[config.mk]
export PLATFORM = sky130hd
export DESIGN_NAME = skew_code_spi
export DESIGN_NICKNAME = d
export VERILOG_FILES = /design/src/rtl/skew_code_pkg.sv /design/src/rtl/skew_code_sync.sv /design/src/rtl/skew_code_frame.sv /design/src/rtl/skew_code_regs.sv /design/src/rtl/skew_code_spi.sv
export SDC_FILE = /design/constraint.sdc
export NUM_CORES = 1
export LEC_CHECK = 0
export BUFFER_PORTS_ARGS = -buffer_cell sky130_fd_sc_hd__buf_2
export CAP_MARGIN = 10
export CORE_MARGIN = 2
export CORE_UTILIZATION = 54
export CTS_BUF_LIST = sky130_fd_sc_hd__clkbuf_8
export DETAILED_ROUTE_END_ITERATION = 12
export GPL_ROUTABILITY_DRIVEN = 0
export PLACE_DENSITY = 0.79
export SLEW_MARGIN = 20
export SYNTH_ARGS = -nofsm -noshare
export SYNTH_HDL_FRONTEND = slang
export SYNTH_HIERARCHICAL = 1
export SYNTH_SLANG_ARGS = --single-unit
[constraint.sdc]
create_clock -name clk -period 1.83 [get_ports clk]
set_input_delay 0.2745 -clock clk [delete_from_list [all_inputs] [get_ports clk]]
set_output_delay 0.2745 -clock clk [all_outputs]
set_load 0.1 [all_outputs]
[src/rtl/skew_code_pkg.sv]
package skew_code_pkg;
  localparam int BYTE_W     = 8;
  localparam int CODE_W     = 6;
  localparam int SEL_W      = 2;
  localparam int NUM_CH     = 3;
  localparam int FRAME_BITS = 2 * BYTE_W;
  localparam int CNT_W      = $clog2(FRAME_BITS + 1);

  typedef enum logic [SEL_W-1:0] {
    SEL_RED = 2'b00,
    SEL_GRN = 2'b01,
    SEL_BLU = 2'b10,
    SEL_BAD = 2'b11
  } chan_sel_e;

  // a selector names a real channel
  function automatic logic sel_ok(input logic [SEL_W-1:0] s);
    return s != SEL_BAD;
  endfunction

  // byte returned on a read: zero padding above the code
  function automatic logic [BYTE_W-1:0] rd_byte(input logic [CODE_W-1:0] c);
    return {{(BYTE_W-CODE_W){1'b0}}, c};
  endfunction
endpackage

[src/rtl/skew_code_sync.sv]
module skew_code_sync #(
  parameter int          STAGES  = 2,
  parameter int          W       = 3,
  parameter logic [W-1:0] RST_VAL = '0
) (
  input  logic         clk,
  input  logic         rst_n,
  input  logic [W-1:0] d_i,
  output logic [W-1:0] q_o
);
  logic [STAGES-1:0][W-1:0] stg;

  generate
    if (STAGES == 1) begin : g_one
      always_ff @(posedge clk or negedge rst_n) begin
        if (!rst_n) stg[0] <= RST_VAL;
        else        stg[0] <= d_i;
      end
    end else begin : g_chain
      always_ff @(posedge clk or negedge rst_n) begin
        if (!rst_n) stg <= {STAGES{RST_VAL}};
        else        stg <= {stg[STAGES-2:0], d_i};
      end
    end
  endgenerate

  assign q_o = stg[STAGES-1];
endmodule

[src/rtl/skew_code_frame.sv]
module skew_code_frame
  import skew_code_pkg::*;
(
  input  logic              clk,
  input  logic              rst_n,
  input  logic              sck_s,
  input  logic              csn_s,
  input  logic              sdi_s,
  input  logic [CODE_W-1:0] rd_code,
  output logic [SEL_W-1:0]  cap_sel,
  output logic              wr_en,
  output logic [SEL_W-1:0]  wr_sel,
  output logic [CODE_W-1:0] wr_code,
  output logic              cs_act,
  output logic [CNT_W-1:0]  bit_cnt,
  output logic              sdo,
  output logic              done,
  output logic              err
);
  localparam logic [CNT_W-1:0] HDR_LAST = CNT_W'(BYTE_W - 1);
  localparam logic [CNT_W-1:0] FRM_LAST = CNT_W'(FRAME_BITS - 1);
  localparam logic [CNT_W-1:0] FRM_FULL = CNT_W'(FRAME_BITS);
  localparam logic [CNT_W-1:0] BYTE2_0  = CNT_W'(BYTE_W);

  logic                sck_q, cs_prev;
  logic [BYTE_W-2:0]   shift_q;
  logic [BYTE_W-2:0]   tx_q;
  logic                cmd_rw;
  logic [SEL_W-1:0]    cmd_sel;
  logic [BYTE_W-1:0]   byte_in;
  logic [BYTE_W-1:0]   load_word;
  logic                sck_rise, edge_ok, hdr_edge, last_edge, cap_rw;
  logic                spare_unused;

  assign cs_act    = ~csn_s;
  assign sck_rise  = sck_s & ~sck_q;
  // an edge counts when the select was low in the preceding sample
  assign edge_ok   = sck_rise & cs_prev;
  assign byte_in   = {shift_q, sdi_s};
  assign hdr_edge  = edge_ok && (bit_cnt == HDR_LAST);
  assign last_edge = edge_ok && (bit_cnt == FRM_LAST);
  assign cap_rw    = byte_in[BYTE_W-1];
  assign cap_sel   = byte_in[SEL_W-1:0];
  assign spare_unused = byte_in[BYTE_W-2];
  assign load_word = (cap_rw && sel_ok(cap_sel)) ? rd_byte(rd_code) : '0;

  assign wr_en   = last_edge && !cmd_rw && sel_ok(cmd_sel);
  assign wr_sel  = cmd_sel;
  assign wr_code = byte_in[CODE_W-1:0];

  always_ff @(posedge clk or negedge rst_n) begin
    if (!rst_n) begin
      sck_q   <= 1'b0;
      cs_prev <= 1'b0;
    end else begin
      sck_q   <= sck_s;
      cs_prev <= cs_act;
    end
  end

  always_ff @(posedge clk or negedge rst_n) begin
    if (!rst_n) begin
      bit_cnt <= '0;
      shift_q <= '0;
      tx_q    <= '0;
      cmd_rw  <= 1'b0;
      cmd_sel <= '0;
      sdo     <= 1'b0;
      done    <= 1'b0;
      err     <= 1'b0;
    end else begin
      done <= 1'b0;
      err  <= 1'b0;
      if (edge_ok && bit_cnt < FRM_FULL) begin
        shift_q <= byte_in[BYTE_W-2:0];
        bit_cnt <= bit_cnt + 1'b1;
        if (hdr_edge) begin
          cmd_rw  <= cap_rw;
          cmd_sel <= cap_sel;
          sdo     <= load_word[BYTE_W-1];
          tx_q    <= load_word[BYTE_W-2:0];
        end else if (last_edge) begin
          sdo  <= 1'b0;
          tx_q <= '0;
          done <= 1'b1;
          err  <= !sel_ok(cmd_sel);
        end else if (bit_cnt >= BYTE2_0) begin
          sdo  <= tx_q[BYTE_W-2];
          tx_q <= {tx_q[BYTE_W-3:0], 1'b0};
        end
      end else if (!cs_act) begin
        bit_cnt <= '0;
        tx_q    <= '0;
        sdo     <= 1'b0;
      end
    end
  end
endmodule

[src/rtl/skew_code_regs.sv]
module skew_code_regs
  import skew_code_pkg::*;
(
  input  logic              clk,
  input  logic              rst_n,
  input  logic              wr_en,
  input  logic [SEL_W-1:0]  wr_sel,
  input  logic [CODE_W-1:0] wr_code,
  input  logic [SEL_W-1:0]  rd_sel,
  output logic [CODE_W-1:0] red,
  output logic [CODE_W-1:0] green,
  output logic [CODE_W-1:0] blue,
  output logic [CODE_W-1:0] rd_code
);
  logic [NUM_CH-1:0][CODE_W-1:0] codes;

  generate
    for (genvar ch = 0; ch < NUM_CH; ch++) begin : g_ch
      always_ff @(posedge clk or negedge rst_n) begin
        if (!rst_n)                                   codes[ch] <= '0;
        else if (wr_en && wr_sel == SEL_W'(ch))       codes[ch] <= wr_code;
      end
    end
  endgenerate

  assign red   = codes[SEL_RED];
  assign green = codes[SEL_GRN];
  assign blue  = codes[SEL_BLU];

  always_comb begin
    case (rd_sel)
      SEL_RED: rd_code = red;
      SEL_GRN: rd_code = green;
      SEL_BLU: rd_code = blue;
      default: rd_code = '0;
    endcase
  end
endmodule

[src/rtl/skew_code_spi.sv]
module skew_code_spi
  import skew_code_pkg::*;
#(
  parameter int SYNC_STAGES = 2
) (
  input  logic              clk,
  input  logic              rst_n,
  input  logic              sck_i,
  input  logic              csn_i,
  input  logic              sdi_i,
  output logic              sdo_o,
  output logic [CODE_W-1:0] red_o,
  output logic [CODE_W-1:0] green_o,
  output logic [CODE_W-1:0] blue_o,
  output logic              done_o,
  output logic              err_o
);
  logic              sck_s, csn_s, sdi_s;
  logic              cs_act;
  logic [CNT_W-1:0]  bit_cnt;
  logic [SEL_W-1:0]  cap_sel, wr_sel;
  logic              wr_en;
  logic [CODE_W-1:0] wr_code, rd_code;

  skew_code_sync #(
    .STAGES (SYNC_STAGES),
    .W      (3),
    .RST_VAL(3'b010)
  ) u_sync (
    .clk  (clk),
    .rst_n(rst_n),
    .d_i  ({sck_i, csn_i, sdi_i}),
    .q_o  ({sck_s, csn_s, sdi_s})
  );

  skew_code_frame u_frame (
    .clk    (clk),
    .rst_n  (rst_n),
    .sck_s  (sck_s),
    .csn_s  (csn_s),
    .sdi_s  (sdi_s),
    .rd_code(rd_code),
    .cap_sel(cap_sel),
    .wr_en  (wr_en),
    .wr_sel (wr_sel),
    .wr_code(wr_code),
    .cs_act (cs_act),
    .bit_cnt(bit_cnt),
    .sdo    (sdo_o),
    .done   (done_o),
    .err    (err_o)
  );

  skew_code_regs u_regs (
    .clk    (clk),
    .rst_n  (rst_n),
    .wr_en  (wr_en),
    .wr_sel (wr_sel),
    .wr_code(wr_code),
    .rd_sel (cap_sel),
    .red    (red_o),
    .green  (green_o),
    .blue   (blue_o),
    .rd_code(rd_code)
  );
endmodule

Yosys cells after proc, flatten, opt, wreduce, memory -nomap -nowiden
Index checks and enable logic that the tools add are counted.
{"block": "word_totals", "ff_bits": 51, "out_inout_bits": 21}
{"block": "op_classes", "addsub": 1, "order_cmp": 2, "eq_ne": 9, "mux": 20, "bitwise_logic": 4, "reduce_logical": 16}
{"op": "2-to-1 mux 7 bit", "count": 5}
{"op": "one-hot mux 6 bit (3 select lines)", "count": 1}
{"op": "2-to-1 mux 1 bit", "count": 11}
{"op": "2-to-1 mux 5 bit", "count": 2}
{"op": "logical AND 1 bit", "count": 9}
{"op": "2-to-1 mux 6 bit", "count": 1}
{"op": "adder 5 x 1 -> 5 bit (second input constant)", "count": 1}
{"op": "equality test 5 x 3 -> 1 bit (second input constant)", "count": 1}
{"op": "equality test 5 x 4 -> 1 bit (second input constant)", "count": 1}
{"op": ">= comparator 5 x 4 -> 1 bit (second input constant)", "count": 1}
{"op": "less-than comparator 5 bit (second input constant)", "count": 1}
{"op": "equality test 2 x 1 -> 1 bit (second input constant)", "count": 2}
{"op": "equality test 2 bit (second input constant)", "count": 2}
{"op": "zero test 2 bit", "count": 2}
{"op": "inequality test 2 bit (second input constant)", "count": 2}
{"op": "inequality test 4 x 2 -> 1 bit (second input constant)", "count": 1}
{"op": "AND reduction 2 bit", "count": 2}
{"op": "AND 1 bit", "count": 2}
{"op": "zero test 1 bit", "count": 2}
{"op": "inverter 1 bit", "count": 2}
{"op": "nonzero test 2 bit", "count": 1}

Logic depth before layout (Yosys ltp)
Gate-level depths: netlist of run 1.
{"block": "depth", "ltp_word": 7, "ltp_mapped": 6, "depth_no_buf": 6}

Cells and area by module
The synthesis of run 1 kept the hierarchy.
{"mod": "skew_code_frame", "instances": 1, "cells_per_inst": 112, "area_each_um2": 1221.2, "seq_area_each_um2": 675.6}
{"mod": "skew_code_regs", "instances": 1, "cells_per_inst": 53, "area_each_um2": 818.3, "seq_area_each_um2": 450.4}
{"mod": "skew_code_sync", "instances": 1, "cells_per_inst": 9, "area_each_um2": 175.2, "seq_area_each_um2": 152.6}

Least setup slack after synthesis of run 1
Ideal clock, no wire load.
{"block": "synth_timing", "kind": "reg-to-reg", "start": "register u_frame.bit_cnt[0]", "end": "register u_regs.codes (netlist bit u_regs/red[0])", "t_arrival_ps": 1857, "required_time_ps": 1704, "slack_ps": -153, "stages_incl_launch_ff": 7, "n_path_buf": 0, "period_less_slack_ps": 1983, "path_cell_list": "dfrtp_1 ha_1 and3_1 ha_1 and4b_1 nor3b_4 mux2_2"}
{"block": "synth_via", "elab_chain_len": 5}
{"element": "start: declaration", "line_no": "skew_code_frame.sv:15", "rtl": "output logic [CNT_W-1:0] bit_cnt,"}
{"element": "start signal: assignment", "line_no": "skew_code_frame.sv:76", "rtl": "bit_cnt <= bit_cnt + 1'b1;"}
{"element": "equality test 5 x 4 -> 1 bit", "line_no": "skew_code_frame.sv:41", "rtl": "assign last_edge = edge_ok && (bit_cnt == FRM_LAST);"}
{"element": "logical AND 1 bit", "line_no": "skew_code_frame.sv:41"}
{"element": "logical AND 1 bit (2 in a row)", "line_no": "skew_code_frame.sv:47", "rtl": "assign wr_en = last_edge && !cmd_rw && sel_ok(cmd_sel);"}
{"element": "via wr_en", "line_no": "skew_code_spi.sv:22", "rtl": "logic wr_en;"}
{"element": "logical AND 1 bit", "line_no": "skew_code_regs.sv:21", "rtl": "else if (wr_en && wr_sel == SEL_W'(ch)) codes[ch] <= wr_code;"}
{"element": "end signal: indexed assignment", "line_no": "skew_code_regs.sv:21"}
{"element": "end: declaration", "line_no": "skew_code_regs.sv:15", "rtl": "logic [NUM_CH-1:0][CODE_W-1:0] codes;"}
The timed path passes the listed nets, and every way through them passes these cells.
A chain may end at the register's enable or synchronous reset.

Worst setup path in the final report of run 1
{"block": "layout_timing", "start": "register u_frame.bit_cnt[1]", "end": "register u_regs.codes (netlist bit u_regs/red[5])"}
The elaborated chain is that of the path after synthesis.

==> impl_metrics.py, run 1 <==
metrics = {
    "setup_path": {
        "rr_worst_depth": 7,
        "critPathLaunchType": "register",
        "crit_arrival_ns": 2.03,
        "cp.required_ns": 2.01,
        "worstSetupEndpointType": "register",
        "path_class": "reg2reg",
        "crit_fanout": 6,
    },
    "layout": {
        "design_area_mm2": 0.00266,
        "final_common_cell": "dfrtp_1",
        "final_util_pct": 66.9,
        "mostFrequentLayoutCells": "dfrtp_1 (49), nand2_1 (28), buf_2 (25)",
        "area_delta_synth_final_pct": 19.9,
        "num-nets-final": 215,
        "drive_gt1_share_pct": 37.8,
        "n_antenna_cell": 0,
    },
    "logic_synthesis": {
        "syn-cell-area_mm2": 0.00221,
        "synth_seq_area_share_pct": 57.7,
        "synth_fp_nets": 181,
        "ys_warn_count": 6,
        "syn_area_per_cell_um2": 12.7,
        "ys_ff_latch": 51,
        "ys_types": 33,
        "synth_cells": 174,
    },
    "timing": {
        "finClkSkew_ns": 0.00781,
        "period_share_pct": 101,
        "hold_viol_final": 0,
        "worst_pin_slew_ns": 0.572,
        "slew_headroom_pct": 61.9,
        "setup_slack_ns": -0.0182,
        "fin_tns_setup_ns": -0.0786,
        "slew_viol_final": 0,
        "period_minus_slack_ns": 1.85,
        "rsz0062_at_grt": "true",
        "fmax_mhz": 541,
        "setup_viol": 7,
    },
    "clock_tree": {
        "cts.clk_slew.worst_paths_ns": 0.09,
        "cts-htree-levels": 2,
        "clockBufferDepth": 2,
        "cts_tree": "yes",
        "root_buffer": "clkbuf_8",
        "numCtsBuffers": 5,
        "clkLatencyLatePin_ns": 0.30,
        "clock-sinks": 51,
    },
    "placed_design": {
        "place_ws_ns": -0.0778,
        "dp_hpwl_um": 3120,
        "portBuffers": 25,
        "placed_cell_area_mm2": 0.00244,
    },
    "floorplanning": {
        "io_pins": 26,
        "coreArea_mm2": 0.00397,
        "dieArea_mm2": 0.00463,
        "initial_utilization_pct": 55.8,
        "die_y_um": 68.0,
        "die_w_um": 68.0,
        "num_rows": 23,
    },
    "grt": {
        "grt_start_max_net_pins": 29,
        "grt_pass1_vias": 1419,
        "grt_pass1_wl_um": 7100,
        "grt_overflow_total": 0,
        "antenna_found_initial": 0,
        "grtUsageTotal_pct": 21.1,
    },
    "power": {
        "p_int_mw": 1.57,
        "p_sw_uw": 488,
        "swShare_pct": 23.7,
        "clkPwrFrac_pct": 33.8,
        "combPwrFrac_pct": 6.1,
        "p_seq_share_pct": 60.1,
        "vdd_drop_max_mv": 0.609,
        "p_leak_nw": 1.45,
        "p_per_area_mw_per_mm2": 775,
    },
    "drt": {
        "drtPass1Iterations": 4,
        "via_count": 1476,
        "route.detailed.drc": 0,
        "ant_nets": 0,
        "drt_wl_total_um": 4630,
        "wire_per_inst_um": 17.9,
        "drtIter0Drc": 94,
        "avgViaCountPerCell": 5.70,
    },
    "run_status": {
        "outcome": "complete, but fails checks",
        "violations": "setup timing",
    },
    "hold_path": {
        "hold_path_depth": 1,
        "hp-class": "in2reg",
    },
    "job": {
        "cap_violations": 0,
    },
}
[registers in the layout, indices dropped and copies added, names as in the netlist, 2 cells and up]
register         flops
u_regs/green         6
u_frame/shift_q      7
u_regs/red           6
u_frame/wr_sel       2
u_frame/bit_cnt      5
u_regs/blue          6
u_frame/tx_q         7
u_sync/stg           3
u_sync/q_o           3
[power groups by stage]
| stage | logic, mW | registers (mW) | clock network, mW |
|---|---|---|---|
| after CTS | 0.124 | 1.24 | 0.701 |
| after global routing | 0.142 | 1.25 | 0.756 |
| after detailed placement | 0.120 | 1.26 | 0 |
| after global placement | 0.113 | 1.25 | 0 |
| after floorplan | 0.122 | 1.22 | 0 |
| final | 0.126 | 1.24 | 0.696 |
[per-stage QoR]
step	instances	hold WS [ns]	power, mW
6_report	259	0.0782	2.06
5_1_grt	259	0.0539	2.15
3_5_place_dp	248	0.299	1.38
4_1_cts	258	0.0710	2.06
3_3_place_gp	248	0.293	1.37
2_1_floorplan	174	-0.0211	1.34
[worst max-delay path, cell delays in order (launching register included)]
cell and delay [ns]:
dfrtp_1 0.36, ha_2 0.18, and3_4 0.19, ha_4 0.13, and4b_1 0.21, nor3b_4 0.19
buf_6 0.17, mux2_4 0.31
[worst paths after layout]
path	from	endpoint	slack, ns
max	u_frame/bit_cnt[1]	u_regs/red[5]	-0.02
min	csn_i	u_sync/stg[1]	0.08
max reg2reg	u_frame/bit_cnt[1]	u_regs/red[5]	-0.02
min reg2reg	u_sync/stg[2]	u_sync/q_o[2]	0.35
max in group asynchronous	rst_n	u_frame/shift_q[0]	0.78
min in group asynchronous	rst_n	u_frame/sck_q	0.50
[final cells by class]
type                    count  area (µm²)
well taps                  50        62.6
multi-input cells         106         932
inverters                   2        7.51
fillers                   279        1320
clock buffers               7        96.3
repair buffers             42         272
clock inverters             1        7.51
flip-flops and latches     51        1280
[logic make-up after synthesis]
| family | after synthesis | share of synthesized area (%) |
|---|---|---|
| compound gates | 29 | 10.1 |
| flops | 51 | 57.7 |
| mux | 27 | 13.4 |
| buf+inv | 17 | 5.14 |
| fa+ha+maj | 2 | 1.13 |
| simple gates | 48 | 12.5 |
[Yosys cell counts]
| library cell | number | area (µm²) |
|---|---|---|
| inv_1 | 2 | 7.51 |
| a22o_1 | 14 | 123 |
| o2bb2ai_1 | 6 | 52.6 |
| a31oi_1 | 1 | 6.26 |
| clkbuf_1 | 1 | 3.75 |
| buf_4 | 11 | 82.6 |
| buf_6 | 1 | 11.3 |
| and4bb_1 | 1 | 12.5 |
| mux2i_1 | 6 | 60.1 |
| and4b_1 | 1 | 10.0 |
| nor2b_1 | 2 | 12.5 |
| nor3_1 | 1 | 5.00 |
| nand4_1 | 1 | 6.26 |
| and3b_1 | 1 | 8.76 |
| and4_4 | 1 | 11.3 |
| buf_2 | 1 | 5.00 |
| a21o_1 | 1 | 7.51 |
| dfrtp_1 | 49 | 1230 |
| mux2_1 | 3 | 33.8 |
| o21ai_0 | 2 | 10.0 |
| mux2_2 | 18 | 203 |
| nor3b_1 | 2 | 15.0 |
| nor2_1 | 4 | 15.0 |
| and4bb_4 | 1 | 16.3 |
| buf_1 | 1 | 3.75 |
| nand3b_2 | 2 | 22.5 |
| and3_1 | 1 | 6.26 |
| nand2_1 | 28 | 105 |
| o21ai_1 | 5 | 25.0 |
| nand4bb_1 | 1 | 11.3 |
| dfstp_2 | 2 | 52.6 |
| nor3b_4 | 1 | 18.8 |
| ha_1 | 2 | 25.0 |
[what timing repair did]
| item | in CTS | in global routing |
|---|---|---|
| setup endpoints to repair | 25 | 26 |
| gates resized for setup | 12 | 10 |
| hold buffers | 1 | 0 |
| pin swaps | 2 | 1 |
| buffers inserted | 1 | 1 |
| hold endpoints to repair | 21 | 0 |
[layer usage]
metal	vias up	part of all wire [%]	global-route usage, %
met3	2	3.7	5.10
met2	32	51	33.6
met5	-	0	0
li1	685	-	-
met4	0	0.50	4.75
met1	757	45	29.3
(Power assumes the default switching activity.)
==> run 2, diff against run 1 <==
--- a/config.mk
+++ b/config.mk
@@ -7,12 +7,13 @@
 export LEC_CHECK = 0
 export BUFFER_PORTS_ARGS = -buffer_cell sky130_fd_sc_hd__buf_2
 export CAP_MARGIN = 10
-export CORE_MARGIN = 2
+export CORE_MARGIN = 4
 export CORE_UTILIZATION = 54
 export CTS_BUF_LIST = sky130_fd_sc_hd__clkbuf_8
 export DETAILED_ROUTE_END_ITERATION = 12
 export GPL_ROUTABILITY_DRIVEN = 0
 export PLACE_DENSITY = 0.79
+export SETUP_SLACK_MARGIN = 0.3
 export SLEW_MARGIN = 20
 export SYNTH_ARGS = -nofsm -noshare
 export SYNTH_HDL_FRONTEND = slang
==> impl_metrics.py, run 2 (same netlist as run 1, synthesis figures left out) <==
metrics = {
    "hold_path": {
        "hp-class": "in2async",
    },
    "layout": {
        "area_delta_synth_final_pct": 24.0,
        "n_fill_cell": 273,
        "largestRegisters": "u_frame/shift_q (7), u_frame/tx_q (7)",
        "final_common_cell": "dfrtp_1",
        "n_antenna_cell": 0,
        "num-nets-final": 220,
        "mostFrequentLayoutCells": "dfrtp_1 (49), nand2_1 (27), buf_2 (25)",
        "drive_gt1_share_pct": 43.0,
        "final_util_pct": 69.1,
    },
    "setup_path": {
        "cp.required_ns": 2.02,
        "reg2reg_slack_ns": -0.09,
        "worstSetupEndpointType": "register",
        "critPathLaunchType": "register",
        "path_class": "reg2reg",
        "crit_fanout": 6,
        "crit_arrival_ns": 2.11,
    },
    "floorplanning": {
        "die_y_um": 72.0,
        "num_rows": 23,
        "io_pins": 26,
        "die_w_um": 72.0,
        "dieArea_mm2": 0.00519,
        "coreArea_mm2": 0.00397,
        "initial_utilization_pct": 55.8,
    },
    "job": {
        "cap_violations": 0,
    },
    "run_status": {
        "violations": "hold timing, setup timing",
        "outcome": "complete, but fails checks",
    },
    "grt": {
        "grt_overflow_total": 0,
        "grt_pass1_vias": 1585,
        "grt_start_max_net_pins": 33,
        "grtUsageTotal_pct": 20.3,
        "antenna_found_initial": 0,
        "grt_pass1_wl_um": 7880,
    },
    "clock_tree": {
        "root_buffer": "clkbuf_8",
        "clkLatencyLatePin_ns": 0.31,
        "postCtsHoldBufs": 0,
        "numCtsBuffers": 5,
        "cts-htree-levels": 2,
        "cts.clk_slew.worst_paths_ns": 0.09,
        "clockBufferDepth": 2,
        "cts_tree": "yes",
        "clock-sinks": 51,
    },
    "power": {
        "totalPowerFinal_mw": 2.04,
        "vdd_drop_max_mv": 0.614,
        "p_per_area_mw_per_mm2": 743,
        "p_leak_nw": 1.50,
    },
    "drt": {
        "via_count": 1499,
        "ant_nets": 0,
        "route.detailed.drc": 0,
        "wire_per_inst_um": 18.3,
        "drtPass1Iterations": 5,
        "avgViaCountPerCell": 5.68,
        "drtIter0Drc": 119,
        "drt_wl_total_um": 4830,
    },
    "timing": {
        "setup_viol": 18,
        "worst_pin_slew_ns": 0.678,
        "slew_viol_final": 0,
        "period_share_pct": 105,
        "fmax_mhz": 521,
        "slew_headroom_pct": 54.8,
        "hold_viol_final": 3,
        "hold_ws_ns": -0.000506,
        "setup_slack_ns": -0.0902,
        "period_minus_slack_ns": 1.92,
        "rsz0062_at_grt": "true",
        "finClkSkew_ns": 0.00763,
    },
    "placed_design": {
        "portBuffers": 25,
        "place_ws_ns": -0.0828,
        "dp_hpwl_um": 3180,
    },
}
==> run 2: changes by cell type in the layout (fill, tap and decap cells not counted), sizes merged <==
cell / change
clkbuf: -1
clkinvlp: -1
inv: +1
dlygate4sd3: -1
buf: +6
clkinv: +1
==> run 2: power by group <==
group | total (mW) | switching (mW) | internal [mW]
registers | 1.23 | 0.0532 | 1.17
logic | 0.151 | 0.0905 | 0.0606
clock network | 0.661 | 0.357 | 0.305
total | 2.04 | 0.501 | 1.54
==> run 2: metal layers <==
layer | vias up | GRT usage, % | share of wire, %
met5 | - | 0 | 0
met4 | 0 | 8.98 | 1.7
met3 | 9 | 3.88 | 4.3
met2 | 42 | 33.2 | 50
met1 | 759 | 26.4 | 44
li1 | 689 | - | -
==> run 2: timing repair <==
action,CTS,global route
buffers inserted,2,3
gates resized for setup,28,9
setup endpoints to repair,26,31
pin swaps,7,6
==> run 2: stage by stage <==
stage               cells  setup TNS [ns]  area (µm²)
finish                264          -0.898        2750
global route          264           -2.15        2750
CTS                   261          -0.216        2680
detailed placement    251           -1.29        2450
global placement      251         -0.0401        2450
floorplan             174          -0.730        2240
==> run 2: cell type report <==
cell class	count	area (µm²)	share of cell area [%]
repair buffers	47	305	11.1
well taps	50	62.6	2.28
clock inverters	2	12.5	0.456
flip-flops and latches	51	1280	46.6
multi-input cells	106	996	36.3
clock buffers	6	82.6	3.01
inverters	2	7.51	0.273
==> run 2: worst paths after layout <==
| path | start | to | cells after the start |
|---|---|---|---|
| max | u_frame/bit_cnt[0] | u_regs/red[4] | 7 |
| max reg2reg | u_frame/bit_cnt[0] | u_regs/red[4] | 7 |
| min reg2reg | u_sync/stg[2] | u_sync/q_o[2] | 0 |
| min | rst_n | u_frame/tx_q[4] | 1 |
| max in group asynchronous | rst_n | u_frame/shift_q[6] | 2 |
| min in group clk | csn_i | u_sync/stg[1] | 1 |
==> run 2: worst max-delay path: stages (launching register included) <==
cell,delay (ns)
dfrtp_1,0.37
ha_2,0.19
and3_4,0.18
ha_4,0.12
and4b_2,0.26
nor3b_4,0.21
buf_6,0.18
mux2_4,0.31
